`src/rtl/flyby_pkg.sv`:
```
package flyby_pkg;
  typedef enum logic [2:0] {
    ST_IDLE,
    ST_ACK,
    ST_LEAD,
    ST_HOLD,
    ST_PAIR,
    ST_TAIL
  } seq_state_e;

  typedef enum logic {
    XFER_IO2MEM = 1'b0,
    XFER_MEM2IO = 1'b1
  } xfer_dir_e;
endpackage

```
`src/rtl/flyby_rst_sync.sv`:
```
module flyby_rst_sync (
  input  logic clk,
  input  logic rst_n,
  output logic rst_sync_n
);
  logic [1:0] sync_q;

  always_ff @(posedge clk or negedge rst_n) begin
    if (!rst_n) sync_q <= 2'b00;
    else        sync_q <= {sync_q[0], 1'b1};
  end

  assign rst_sync_n = sync_q[1];
endmodule

```
`src/rtl/flyby_addr_cnt.sv`:
```
module flyby_addr_cnt #(
  parameter int ADDR_W = 16,
  parameter int CNT_W  = 8
) (
  input  logic              clk,
  input  logic              rst_n,
  input  logic              load_en,
  input  logic [ADDR_W-1:0] load_addr,
  input  logic [CNT_W-1:0]  load_count,
  input  logic              step_en,
  output logic [ADDR_W-1:0] addr,
  output logic [CNT_W-1:0]  count,
  output logic              cnt_zero,
  output logic              cnt_last
);
  logic [ADDR_W-1:0] addr_q, addr_d;
  logic [CNT_W-1:0]  cnt_q, cnt_d;
  logic              upd_en;

  always_comb begin
    upd_en = load_en | step_en;
    addr_d = addr_q;
    cnt_d  = cnt_q;
    if (load_en) begin
      addr_d = load_addr;
      cnt_d  = load_count;
    end else if (step_en) begin
      addr_d = addr_q + ADDR_W'(1);
      cnt_d  = cnt_q - CNT_W'(1);
    end
  end

  always_ff @(posedge clk or negedge rst_n) begin
    if (!rst_n) begin
      addr_q <= '0;
      cnt_q  <= '0;
    end else if (upd_en) begin
      addr_q <= addr_d;
      cnt_q  <= cnt_d;
    end
  end

  assign addr     = addr_q;
  assign count    = cnt_q;
  assign cnt_zero = (cnt_q == '0);
  assign cnt_last = (cnt_q == CNT_W'(1));
endmodule

```
`src/rtl/flyby_ctrl.sv`:
```
module flyby_ctrl
  import flyby_pkg::*;
#(
  parameter int DLY_W     = 4,
  parameter int BURST_LEN = 8
) (
  input  logic             clk,
  input  logic             rst_n,
  input  logic             cfg_load,
  input  logic             cfg_dir,
  input  logic             cfg_burst,
  input  logic [DLY_W-1:0] cfg_wr_delay,
  input  logic             dreq,
  input  logic             refresh_req,
  input  logic             cnt_zero,
  input  logic             cnt_last,
  output seq_state_e       state,
  output xfer_dir_e        dir,
  output logic             take_load,
  output logic             step,
  output logic             tc,
  output logic             refresh_gnt
);
  localparam int BEAT_W = (BURST_LEN > 1) ? $clog2(BURST_LEN) : 1;
  localparam logic [BEAT_W-1:0] LAST_BEAT = BEAT_W'(BURST_LEN - 1);

  seq_state_e       state_q, state_d;
  xfer_dir_e        dir_q;
  logic             burst_q;
  logic [DLY_W-1:0] dly_q;
  logic [DLY_W-1:0] wait_q, wait_d;
  logic             wait_en;
  logic [BEAT_W-1:0] beat_q, beat_d;
  logic             beat_en;
  logic             is_idle;

  assign is_idle   = (state_q == ST_IDLE);
  assign take_load = cfg_load & is_idle;

  always_comb begin
    state_d = state_q;
    wait_d  = wait_q;
    wait_en = 1'b0;
    beat_d  = beat_q;
    beat_en = 1'b0;
    unique case (state_q)
      ST_IDLE: begin
        if (dreq && !refresh_req && !cnt_zero) begin
          state_d = ST_ACK;
          beat_d  = '0;
          beat_en = 1'b1;
        end
      end
      ST_ACK:  state_d = ST_LEAD;
      ST_LEAD: begin
        if (dir_q == XFER_IO2MEM && dly_q != '0) begin
          state_d = ST_HOLD;
          wait_d  = dly_q;
          wait_en = 1'b1;
        end else begin
          state_d = ST_PAIR;
        end
      end
      ST_HOLD: begin
        wait_d  = wait_q - DLY_W'(1);
        wait_en = 1'b1;
        if (wait_q == DLY_W'(1)) state_d = ST_PAIR;
      end
      ST_PAIR: state_d = ST_TAIL;
      ST_TAIL: begin
        if (!cnt_last && burst_q && beat_q != LAST_BEAT) begin
          state_d = ST_LEAD;
          beat_d  = beat_q + BEAT_W'(1);
          beat_en = 1'b1;
        end else begin
          state_d = ST_IDLE;
        end
      end
      default: state_d = ST_IDLE;
    endcase
  end

  always_ff @(posedge clk or negedge rst_n) begin
    if (!rst_n) state_q <= ST_IDLE;
    else        state_q <= state_d;
  end

  always_ff @(posedge clk or negedge rst_n) begin
    if (!rst_n) begin
      dir_q   <= XFER_IO2MEM;
      burst_q <= 1'b0;
      dly_q   <= '0;
    end else if (take_load) begin
      dir_q   <= xfer_dir_e'(cfg_dir);
      burst_q <= cfg_burst;
      dly_q   <= cfg_wr_delay;
    end
  end

  always_ff @(posedge clk or negedge rst_n) begin
    if (!rst_n)       wait_q <= '0;
    else if (wait_en) wait_q <= wait_d;
  end

  always_ff @(posedge clk or negedge rst_n) begin
    if (!rst_n)       beat_q <= '0;
    else if (beat_en) beat_q <= beat_d;
  end

  assign state       = state_q;
  assign dir         = dir_q;
  assign step        = (state_q == ST_TAIL);
  assign tc          = step & cnt_last;
  assign refresh_gnt = is_idle & refresh_req;
endmodule

```
`src/rtl/flyby_strobe.sv`:
```
module flyby_strobe
  import flyby_pkg::*;
(
  input  seq_state_e state,
  input  xfer_dir_e  dir,
  output logic       dack,
  output logic       aen,
  output logic       io_rd,
  output logic       io_wr,
  output logic       mem_rd,
  output logic       mem_wr
);
  logic lead_on, trail_on, to_mem;

  always_comb begin
    lead_on  = (state == ST_LEAD) || (state == ST_HOLD) || (state == ST_PAIR);
    trail_on = (state == ST_PAIR);
    to_mem   = (dir == XFER_IO2MEM);
    dack     = (state != ST_IDLE);
    aen      = (state != ST_IDLE);
    io_rd    = to_mem  & lead_on;
    mem_wr   = to_mem  & trail_on;
    mem_rd   = !to_mem & lead_on;
    io_wr    = !to_mem & trail_on;
  end
endmodule

```
`src/rtl/flyby_dma_seq.sv`:
```
module flyby_dma_seq
  import flyby_pkg::*;
#(
  parameter int ADDR_W    = 16,
  parameter int CNT_W     = 8,
  parameter int DLY_W     = 4,
  parameter int BURST_LEN = 8
) (
  input  logic              clk,
  input  logic              rst_n,
  input  logic              cfg_load,
  input  logic [ADDR_W-1:0] cfg_addr,
  input  logic [CNT_W-1:0]  cfg_count,
  input  logic              cfg_dir,
  input  logic              cfg_burst,
  input  logic [DLY_W-1:0]  cfg_wr_delay,
  input  logic              dreq,
  input  logic              refresh_req,
  output logic              dack,
  output logic              aen,
  output logic              io_rd,
  output logic              io_wr,
  output logic              mem_rd,
  output logic              mem_wr,
  output logic [ADDR_W-1:0] mem_addr,
  output logic [CNT_W-1:0]  bytes_left,
  output logic              tc,
  output logic              refresh_gnt
);
  logic       rst_sync_n;
  seq_state_e state;
  xfer_dir_e  dir;
  logic       take_load, step, cnt_zero, cnt_last;

  flyby_rst_sync u_rst (
    .clk        (clk),
    .rst_n      (rst_n),
    .rst_sync_n (rst_sync_n)
  );

  flyby_ctrl #(.DLY_W(DLY_W), .BURST_LEN(BURST_LEN)) u_ctrl (
    .clk          (clk),
    .rst_n        (rst_sync_n),
    .cfg_load     (cfg_load),
    .cfg_dir      (cfg_dir),
    .cfg_burst    (cfg_burst),
    .cfg_wr_delay (cfg_wr_delay),
    .dreq         (dreq),
    .refresh_req  (refresh_req),
    .cnt_zero     (cnt_zero),
    .cnt_last     (cnt_last),
    .state        (state),
    .dir          (dir),
    .take_load    (take_load),
    .step         (step),
    .tc           (tc),
    .refresh_gnt  (refresh_gnt)
  );

  flyby_addr_cnt #(.ADDR_W(ADDR_W), .CNT_W(CNT_W)) u_cnt (
    .clk        (clk),
    .rst_n      (rst_sync_n),
    .load_en    (take_load),
    .load_addr  (cfg_addr),
    .load_count (cfg_count),
    .step_en    (step),
    .addr       (mem_addr),
    .count      (bytes_left),
    .cnt_zero   (cnt_zero),
    .cnt_last   (cnt_last)
  );

  flyby_strobe u_stb (
    .state  (state),
    .dir    (dir),
    .dack   (dack),
    .aen    (aen),
    .io_rd  (io_rd),
    .io_wr  (io_wr),
    .mem_rd (mem_rd),
    .mem_wr (mem_wr)
  );
endmodule

```
`config.mk`:
```
export PLATFORM = sky130hd
export DESIGN_NAME = flyby_dma_seq
export DESIGN_NICKNAME = d
export VERILOG_FILES = /design/src/rtl/flyby_pkg.sv /design/src/rtl/flyby_rst_sync.sv /design/src/rtl/flyby_addr_cnt.sv /design/src/rtl/flyby_ctrl.sv /design/src/rtl/flyby_strobe.sv /design/src/rtl/flyby_dma_seq.sv
export SDC_FILE = /design/constraint.sdc
export NUM_CORES = 1
export LEC_CHECK = 0
export BUFFER_PORTS_ARGS = -buffer_cell sky130_fd_sc_hd__buf_2
export CAP_MARGIN = 5
export CORE_MARGIN = 10
export CORE_UTILIZATION = 56
export DETAILED_ROUTE_END_ITERATION = 6
export PLACE_DENSITY = 0.94
export SYNTH_ARGS = -nofsm -noshare
export SYNTH_HDL_FRONTEND = slang
export SYNTH_SLANG_ARGS = --single-unit
```
`constraint.sdc`:
```
create_clock -name clk -period 3.2 [get_ports clk]
set_clock_uncertainty 0.05 [all_clocks]
set_input_delay 0.64 -clock clk [delete_from_list [all_inputs] [get_ports clk]]
set_output_delay 0.64 -clock clk [all_outputs]
set_load 0.01 [all_outputs]
```
Word-level counts from Yosys, hierarchy flattened --
Index checks and enable logic that the tools add are counted.
Storage, ports and cells: memory bits (writable) 0, memory bits (read-only) 0, latch bits 0, memories kept 0, flip-flop bits (word level) 42, output and inout bits 32, logic and storage cells 74
Cells by class: magnitude comparators 0, add/sub/neg operators 4, multiplexer cells 19, eq/ne operators 12, shift-type cells 0, reduce and logical (&&, ||, !) cells 21, multipliers 0, div/mod/pow operators 0, bitwise operators 9
Operators by type and width (count):
- $mux W16 | 2
- $pmux W3 S6 | 1
- $add A16 B1 Y16 const B | 1
- $mux W8 | 2
- $mux W3 | 5
- $eq A8 B1 Y1 const B | 1
- $logic_not A8 Y1 | 1
- $pmux W4 S2 | 1
- $sub A8 B1 Y8 const B | 1
- $and A1 B1 Y1 | 7
- $eq A3 B2 Y1 const B | 2
- $eq A3 B3 Y1 const B | 2
- $pmux W3 S2 | 1
- $reduce_bool A2 Y1 | 3
- $logic_and A1 B1 Y1 | 5
- $eq A4 B1 Y1 const B | 1
- $mux W4 | 1
- $ne A2 B1 Y1 const B | 2
- $ne A2 B2 Y1 const B | 2
- $pmux W1 S2 | 2
- $reduce_and A2 Y1 | 2
- $reduce_and A4 Y1 | 1
- $reduce_bool A4 Y1 | 1
- $sub A4 B1 Y4 const B | 1
- other kinds (12) | 17

Longest topological paths before layout --
Gate-level depths: netlist of run 1.
depth after elaboration 7, mapped depth 6, depth with buffers taken out 6

Hierarchy --
A second synthesis of run 1 with hierarchy kept.
Second synthesis, totals: cell total of the unflattened synthesis 238, area, all modules 2372.3 µm²
By module, submodules not included:
- flyby_addr_cnt | area each 1373.8 µm², cells an instance 147, sequential area each 600.6 µm², times used 1
- flyby_ctrl | area each 880.8 µm², cells an instance 79, sequential area each 400.4 µm², times used 1
- flyby_strobe | area each 63.8 µm², cells an instance 9, sequential area each 0.0 µm², times used 1
- flyby_rst_sync | area each 53.8 µm², cells an instance 3, sequential area each 50.0 µm², times used 1

Least setup slack after synthesis of run 1 --
No wires, ideal clock.
path type register -> output, start point reg u_cnt.cnt_q[2], in the netlist u_cnt.count[2], end point out tc, cell stages (with the launch flop) 3, slack 1.345 ns, data arrival time 1.165 ns, path buffers 0, data required time 2.510 ns, path through dfrtp_1 -> nor4_1 -> and3_1
Between the ends: word-level cells in the longest chain between the ends 2
Ends and longest elaborated chain:
- start, declared | line flyby_addr_cnt.sv:17 | logic [CNT_W-1:0] cnt_q, cnt_d;
- start signal, assigned | line flyby_addr_cnt.sv:39 | cnt_q <= cnt_d;
- $eq A8 B1 Y1 | line flyby_addr_cnt.sv:46 | assign cnt_last = (cnt_q == CNT_W'(1));
- $and A1 B1 Y1 | line flyby_ctrl.sv:113 | assign tc = step & cnt_last;
- end, declared | line flyby_dma_seq.sv:27 | output logic tc,
Every way passes these cells.

Final worst setup path of run 1 --
start point reg u_ctrl.state_q[2], in the netlist u_ctrl.state[2], end point out tc
Between the ends: word-level cells in the longest chain between the ends 2
Ends and longest elaborated chain:
- start, declared | line flyby_ctrl.sv:27 | seq_state_e state_q, state_d;
- start signal, assigned | line flyby_ctrl.sv:85 | else state_q <= state_d;
- $eq A3 B3 Y1 | line flyby_ctrl.sv:112 | assign step = (state_q == ST_TAIL);
- $and A1 B1 Y1 | line flyby_ctrl.sv:113
Every way passes these cells.

==> results_dict.tcl, run 1 <==
set metrics [dict create \
    outcome "finished clean" \
    fp.dieW_um 85.1 \
    io_pins 67 \
    fin_nets 365 \
    clkSlewWorstSetupHoldPaths_ns 0.08 \
    postSynthCellCount 257 \
    avgSynthCellArea_um2 9.24 \
    synth_warnings 0 \
    diodes 0 \
    layout_commonest_cell "buf_2" \
    post_cts_buffers 0 \
    hp-class "in -> async" \
    routed_wl_um 6120 \
    layout-drive-gt1-share_pct 26.0 \
    power_density_nw_per_um2 924 \
    grt_max_degree 28 \
    grt_pass1_vias 2155 \
    slew_headroom_pct 37.5 \
    ir_worst_vdd_mv 0.445 \
    cts_tree "yes" \
    clock_sinks 42 \
    slowest_delay_ns 0.65 \
    dieArea_um2 7240 \
    grt_pass1_wl_um 10000 \
    gp_congestion 0.843 \
    cp_cell_sequence "and3b_1, and3_1, buf_2" \
    seq_area_frac_synth_pct 44.3 \
    dpl.hpwl_um 4600 \
    worst_setup_path_start_kind "flip-flop" \
    hold_viol 0 \
    fin_crit_sh_pct 77.6 \
    row_count 23 \
    synth_seq_cells 42 \
    ctsRootBufferMaster "clkbuf_8" \
    drc 0 \
    core_area_um2 4060 \
    cp_slowest_cell "dfrtp_1" \
    tns_ns 0 \
    synth-main-ff-cell "dfrtp_1" \
    layout_common_cells "66 x buf_2, 49 x nand2_1, 42 x dfrtp_1, 20 x nor2_1, 16 x o21ai_0" \
    finalSetupViolCount 0 \
    cts_resized 0 \
    tightest_slew_ns 0.935 \
    synth.net_count 300 \
    path_class "reg -> out" \
    htreeDepth 2 \
    cts_hold_buffers 0 \
    crit_fanout 13 \
    drt_iter0_drc 132 \
    ys_async_sr_fraction_pct 100 \
    route.detailed.wl_per_inst_um 16.4 \
    rsz0062_at_grt "false" \
    clockBufferDepth 2 \
    end_kind "output pin" \
    dr_total_vias 2150 \
    fin_ws_ns 0.717 \
    port_buffers 66 \
    maxCapViolations 0 \
    fin_crit_ns 2.48 \
    grt_util_all_layers_pct 16.8 \
    initial_core_util_pct 58.5 \
    grt_antenna_before_repair 0 \
    cts_buffers 5 \
    ys_types 53 \
    area_growth_pct 19.8 \
    vias_per_cell 5.76 \
    max_freq_mhz 403 \
    clk_latency_ns 0.31 \
    globalRouteOverflowTotal 0 \
    ant_nets 0 \
    synth_area_um2 2370 \
    arrival_ns 1.79 \
    crit_required_ns 2.51 \
    synth_enable_flop_cells 0 \
    slew_violations 0 \
    power.leakage_nw 1.40 \
    pre_cts_slack_ns 0.974 \
    drt_first_pass_iters 4 \
    die_h_um 85.1 \
]
## report_power, final
part,total [mW],internal [mW],switching (mW)
registers,1.09,0.765,0.321
clock network,0.420,0.234,0.186
logic,1.12,0.496,0.624
total,2.63,1.50,1.13
## critical path, delay by kind of cell (launching register included)
| family | cells | cell delay (ns) |
|---|---|---|
| DFF | 1 | 0.65 |
| buffers and inverters | 1 | 0.14 |
| and+or+nand+nor | 2 | 0.69 |
## final timing paths
path                                 start              end  slack, ns  cells past startpoint
hold / removal                       rst_n  u_rst.sync_q[0]       0.06                      1
min in group clk           u_rst.sync_q[0]  u_rst.sync_q[1]       0.31                      0
hold reg to reg            u_rst.sync_q[1]  u_ctrl.state[2]       0.21                      0
max in group asynchronous  u_rst.sync_q[1]   u_ctrl.burst_q       2.11                      1
setup / recovery           u_ctrl.state[2]               tc       0.72                      3
setup reg to reg           u_ctrl.state[2]   u_cnt.count[0]       0.97                      3
## metrics by stage
step	instances	hold WS [ns]	power, mW	util [%]	instance area, um^2
global placement	365	0.237	2.13	67.5	2740
global route	373	0.0492	2.82	70.1	2840
finish	373	0.0621	2.63	70.1	2840
detailed placement	365	0.260	2.20	67.5	2740
floorplan	257	0.281	1.80	-	2370
CTS	373	0.0556	2.63	70.1	2840
## final cells by class
| cell class | count | area (um^2) |
|---|---|---|
| clock buffers | 7 | 76.3 |
| clock inverters | 1 | 30.0 |
| fillers | 285 | 1210 |
| inverters | 10 | 37.5 |
| multi-input cells | 193 | 1230 |
| flip-flops and latches | 42 | 1050 |
| well taps | 50 | 62.6 |
| repair buffers | 70 | 360 |
## registers in the layout, summed over array words and instances, names as in the netlist
signal	flops
u_rst.sync_q	2
u_ctrl.state	3
u_cnt.addr	16
u_ctrl.dly_q	4
u_ctrl.dir	1
u_cnt.count	8
u_ctrl.wait_q	4
u_ctrl.beat_q	3
u_ctrl.burst_q	1
## layer usage
metal  up-vias  routed length, um  share of wire [%]  global-route usage (%)
li1       1033                  -                  -                       -
met4         0                169                2.8                    8.68
met2        79               3040                 50                    28.6
met1      1025               2480                 40                    18.8
met3        13                430                7.0                    4.59
met5         -                  0                  0                       0
## synthesized netlist by cell type (all sizes together) (2+ instances only)
library cell / count / area share (%)
a221o: 3 / 1.3
a311oi: 2 / 0.74
a31oi: 2 / 0.53
and2: 5 / 1.3
and3: 3 / 0.79
and3b: 2 / 0.74
buf: 10 / 2.4
clkbuf: 2 / 0.32
dfrtp: 42 / 44
ha: 8 / 4.2
inv: 10 / 1.6
mux2i: 7 / 3.0
nand2: 49 / 7.7
nand3: 9 / 1.9
nand3b: 2 / 0.79
nand4: 6 / 1.6
nor2: 20 / 3.2
nor2b: 4 / 1.1
nor3: 5 / 1.5
nor3b: 2 / 0.63
nor4: 4 / 1.1
o211ai: 2 / 0.63
o21ai: 17 / 3.7
or3: 2 / 0.58
or4: 3 / 0.95
xnor2: 6 / 2.2
xor2: 10 / 3.7
## logic make-up after synthesis
| group | Yosys count | share of synthesized area, % |
|---|---|---|
| other | 1 | 0.158 |
| XOR/XNOR | 16 | 5.90 |
| multiplexers | 7 | 2.95 |
| AND/OR/NAND/NOR | 122 | 26.7 |
| adder cells (fa/ha/maj) | 8 | 4.22 |
| flip-flops | 42 | 44.3 |
| AO/OA/AOI/OAI | 39 | 11.5 |
| buffers and inverters | 22 | 4.32 |
Power figures use the tool's default switching activity.
==> run 2, diff against run 1 <==
Settings changed: ABC_AREA set to 1, CORE_UTILIZATION 56 to 53, PLACE_DENSITY 0.94 to 0.89.
Clock period 3.2 ns to 2.53 ns, I/O delays scaled along.
==> results_dict.tcl, run 2 <==
set metrics [dict create \
    row_count 25 \
    cts_buffers 5 \
    max_freq_mhz 460 \
    grt_util_all_layers_pct 17.8 \
    globalRouteOverflowTotal 0 \
    cts_tree "yes" \
    fin_crit_ns 2.17 \
    maxCapViolations 0 \
    clk_latency_ns 0.30 \
    dr_wl_met2_um 3480 \
    ant_nets 0 \
    grt_pass1_wl_um 12200 \
    ctsRootBufferMaster "clkbuf_8" \
    power_density_nw_per_um2 1160 \
    highest_layer "met4" \
    clock_sinks 42 \
    hold_viol 0 \
    worst-r2r-setup-slack_ns 0.66 \
    outcome "finished clean" \
    tightest_slew_ns 0.540 \
    total_power_mw 3.56 \
    io_pins 67 \
    wl_met3_um 550 \
    slew_violations 0 \
    post_cts_buffers 0 \
    crit_fanout 10 \
    final_cells 504 \
    synth_area_um2 2630 \
    tns_ns 0 \
    dr_total_vias 2710 \
    synth_enable_flop_cells 0 \
    seq_area_frac_synth_pct 40.0 \
    synth-main-ff-cell "dfrtp_1" \
    die_h_um 90.4 \
    fin_ws_ns 0.358 \
    gp_congestion 0.901 \
    layout_common_cells "114 x nand2_1, 66 x buf_2, 49 x inv_1, 42 x dfrtp_1, 40 x nor2_1" \
    path_class "reg -> out" \
    avgSynthCellArea_um2 7.11 \
    slowest_delay_ns 0.40 \
    diodes 0 \
    synth.net_count 412 \
    postLayoutCoreUtil_pct 64.8 \
    clkSlewWorstSetupHoldPaths_ns 0.08 \
    area_growth_pct 17.3 \
    end_kind "output pin" \
    worst_setup_path_start_kind "flip-flop" \
    crit_required_ns 1.97 \
    port_buffers 66 \
    fp.dieW_um 90.4 \
    synth_seq_cells 42 \
    grt_pass1_vias 2615 \
    layout-drive-gt1-share_pct 20.4 \
    fin_nets 479 \
    rsz0062_at_grt "false" \
    slew_headroom_pct 63.9 \
    largest_reg_flops 16 \
    ys_async_sr_fraction_pct 100 \
    synth_top_area_share_pct 40.0 \
    postSynthCellCount 369 \
    synth_common_cells "114 x nand2_1, 49 x inv_1, 42 x dfrtp_1" \
    dpl.hpwl_um 5420 \
    grt_antenna_before_repair 0 \
    clockBufferDepth 2 \
    arrival_ns 1.62 \
    htreeDepth 2 \
    whs_ns 0.260 \
    pre_cts_slack_ns 0.696 \
    cp_cell_sequence "inv_1, nand3_1, buf_4, nor2_1, buf_2" \
    grt_max_degree 41 \
    placed_area_um2 2980 \
    dieArea_um2 8170 \
    ys_types 33 \
    dp.cells 495 \
    synth_warnings 0 \
    vias_per_cell 5.38 \
    fill_cells 440 \
    finalSetupViolCount 0 \
    ys_top_cells_by_area "dfrtp_1 40%, nand2_1 16%, inv_1 7.0%" \
    yosysMostFrequentCell "nand2_1" \
    wl_met1_um 3020 \
    layout_commonest_cell "nand2_1" \
    hp-class "reg -> async" \
    power.leakage_nw 1.69 \
    initial_core_util_pct 55.2 \
    synth_largest_area_cell "dfrtp_1" \
    cp_slowest_cell "dfrtp_1" \
    ir_worst_vdd_mv 0.538 \
    drc 0 \
    route.detailed.wl_per_inst_um 14.3 \
    drt_first_pass_iters 6 \
    core_area_um2 4750 \
    drt_iter0_drc 241 \
    routed_wl_um 7230 \
    fin_crit_sh_pct 85.9 \
    fin_area_um2 3080 \
    cts_resized 0 \
]
==> run 2: cell types whose count changed after synthesis, sizes merged, moves of 4 or more <==
cell,change
mux2i,-7
nor2b,-4
o211ai,+6
xor2,-6
and2,-5
nor4,-4
o21ai,+7
xnor2,-5
nand2,+68
inv,+40
nor2,+23
nand3,+26
nand4,+4
==> run 2: logic make-up after synthesis <==
kind of cell	Yosys count	share of synthesized area, %
fa+ha+maj	8	3.81
xor+xnor	5	1.67
simple gates	212	34.2
buf+inv	61	10.6
flops	42	40.0
other cells	1	0.143
compound gates	40	9.58
==> run 2: area by class of cell <==
cell class / instances / area, um^2 / share of cell area [%]
clock buffers: 7 / 86.3 / 2.80
clock inverters: 1 / 5.00 / 0.162
inverters: 50 / 188 / 6.09
multi-input cells: 266 / 1300 / 42.1
flip-flops and latches: 42 / 1050 / 34.1
well taps: 67 / 83.8 / 2.72
repair buffers: 71 / 370 / 12.0
==> run 2: worst max-delay path: cells and delay by family, from the launching register on <==
kind	cells	cell delay (ns)
buf+inv	3	0.53
flops	1	0.40
simple gates	2	0.38
==> run 2: path summary, 6_finish.rpt <==
check,start,end,depth (start not counted)
worst max-delay path,u_ctrl.state[1],tc,5
worst min-delay path,u_rst.sync_q[1],u_cnt.count[0],1
worst max register to register,u_ctrl.state[1],u_cnt.addr[3],9
worst min register to register,u_rst.sync_q[1],u_cnt.count[0],1
max in group asynchronous,u_rst.sync_q[1],u_cnt.addr[11],1
min in group clk,u_rst.sync_q[0],u_rst.sync_q[1],0
==> run 2: power by group <==
group | switching (mW) | internal, mW
Combinational | 1.16 | 0.660
Sequential | 0.323 | 0.960
Clock | 0.241 | 0.221
Total | 1.72 | 1.84
==> run 2: per-layer routing <==
metal  up-vias  global-route usage [%]
met1      1230                    21.1
met5         -                       0
met3        21                    4.24
met4         0                    7.69
li1       1315                       -
met2       144                    30.0
==> run 2: what timing repair did <==
item	in CTS	in global routing
hold buffers	1	0
endpoints found under the hold margin	2	0
setup endpoints to repair	0	0
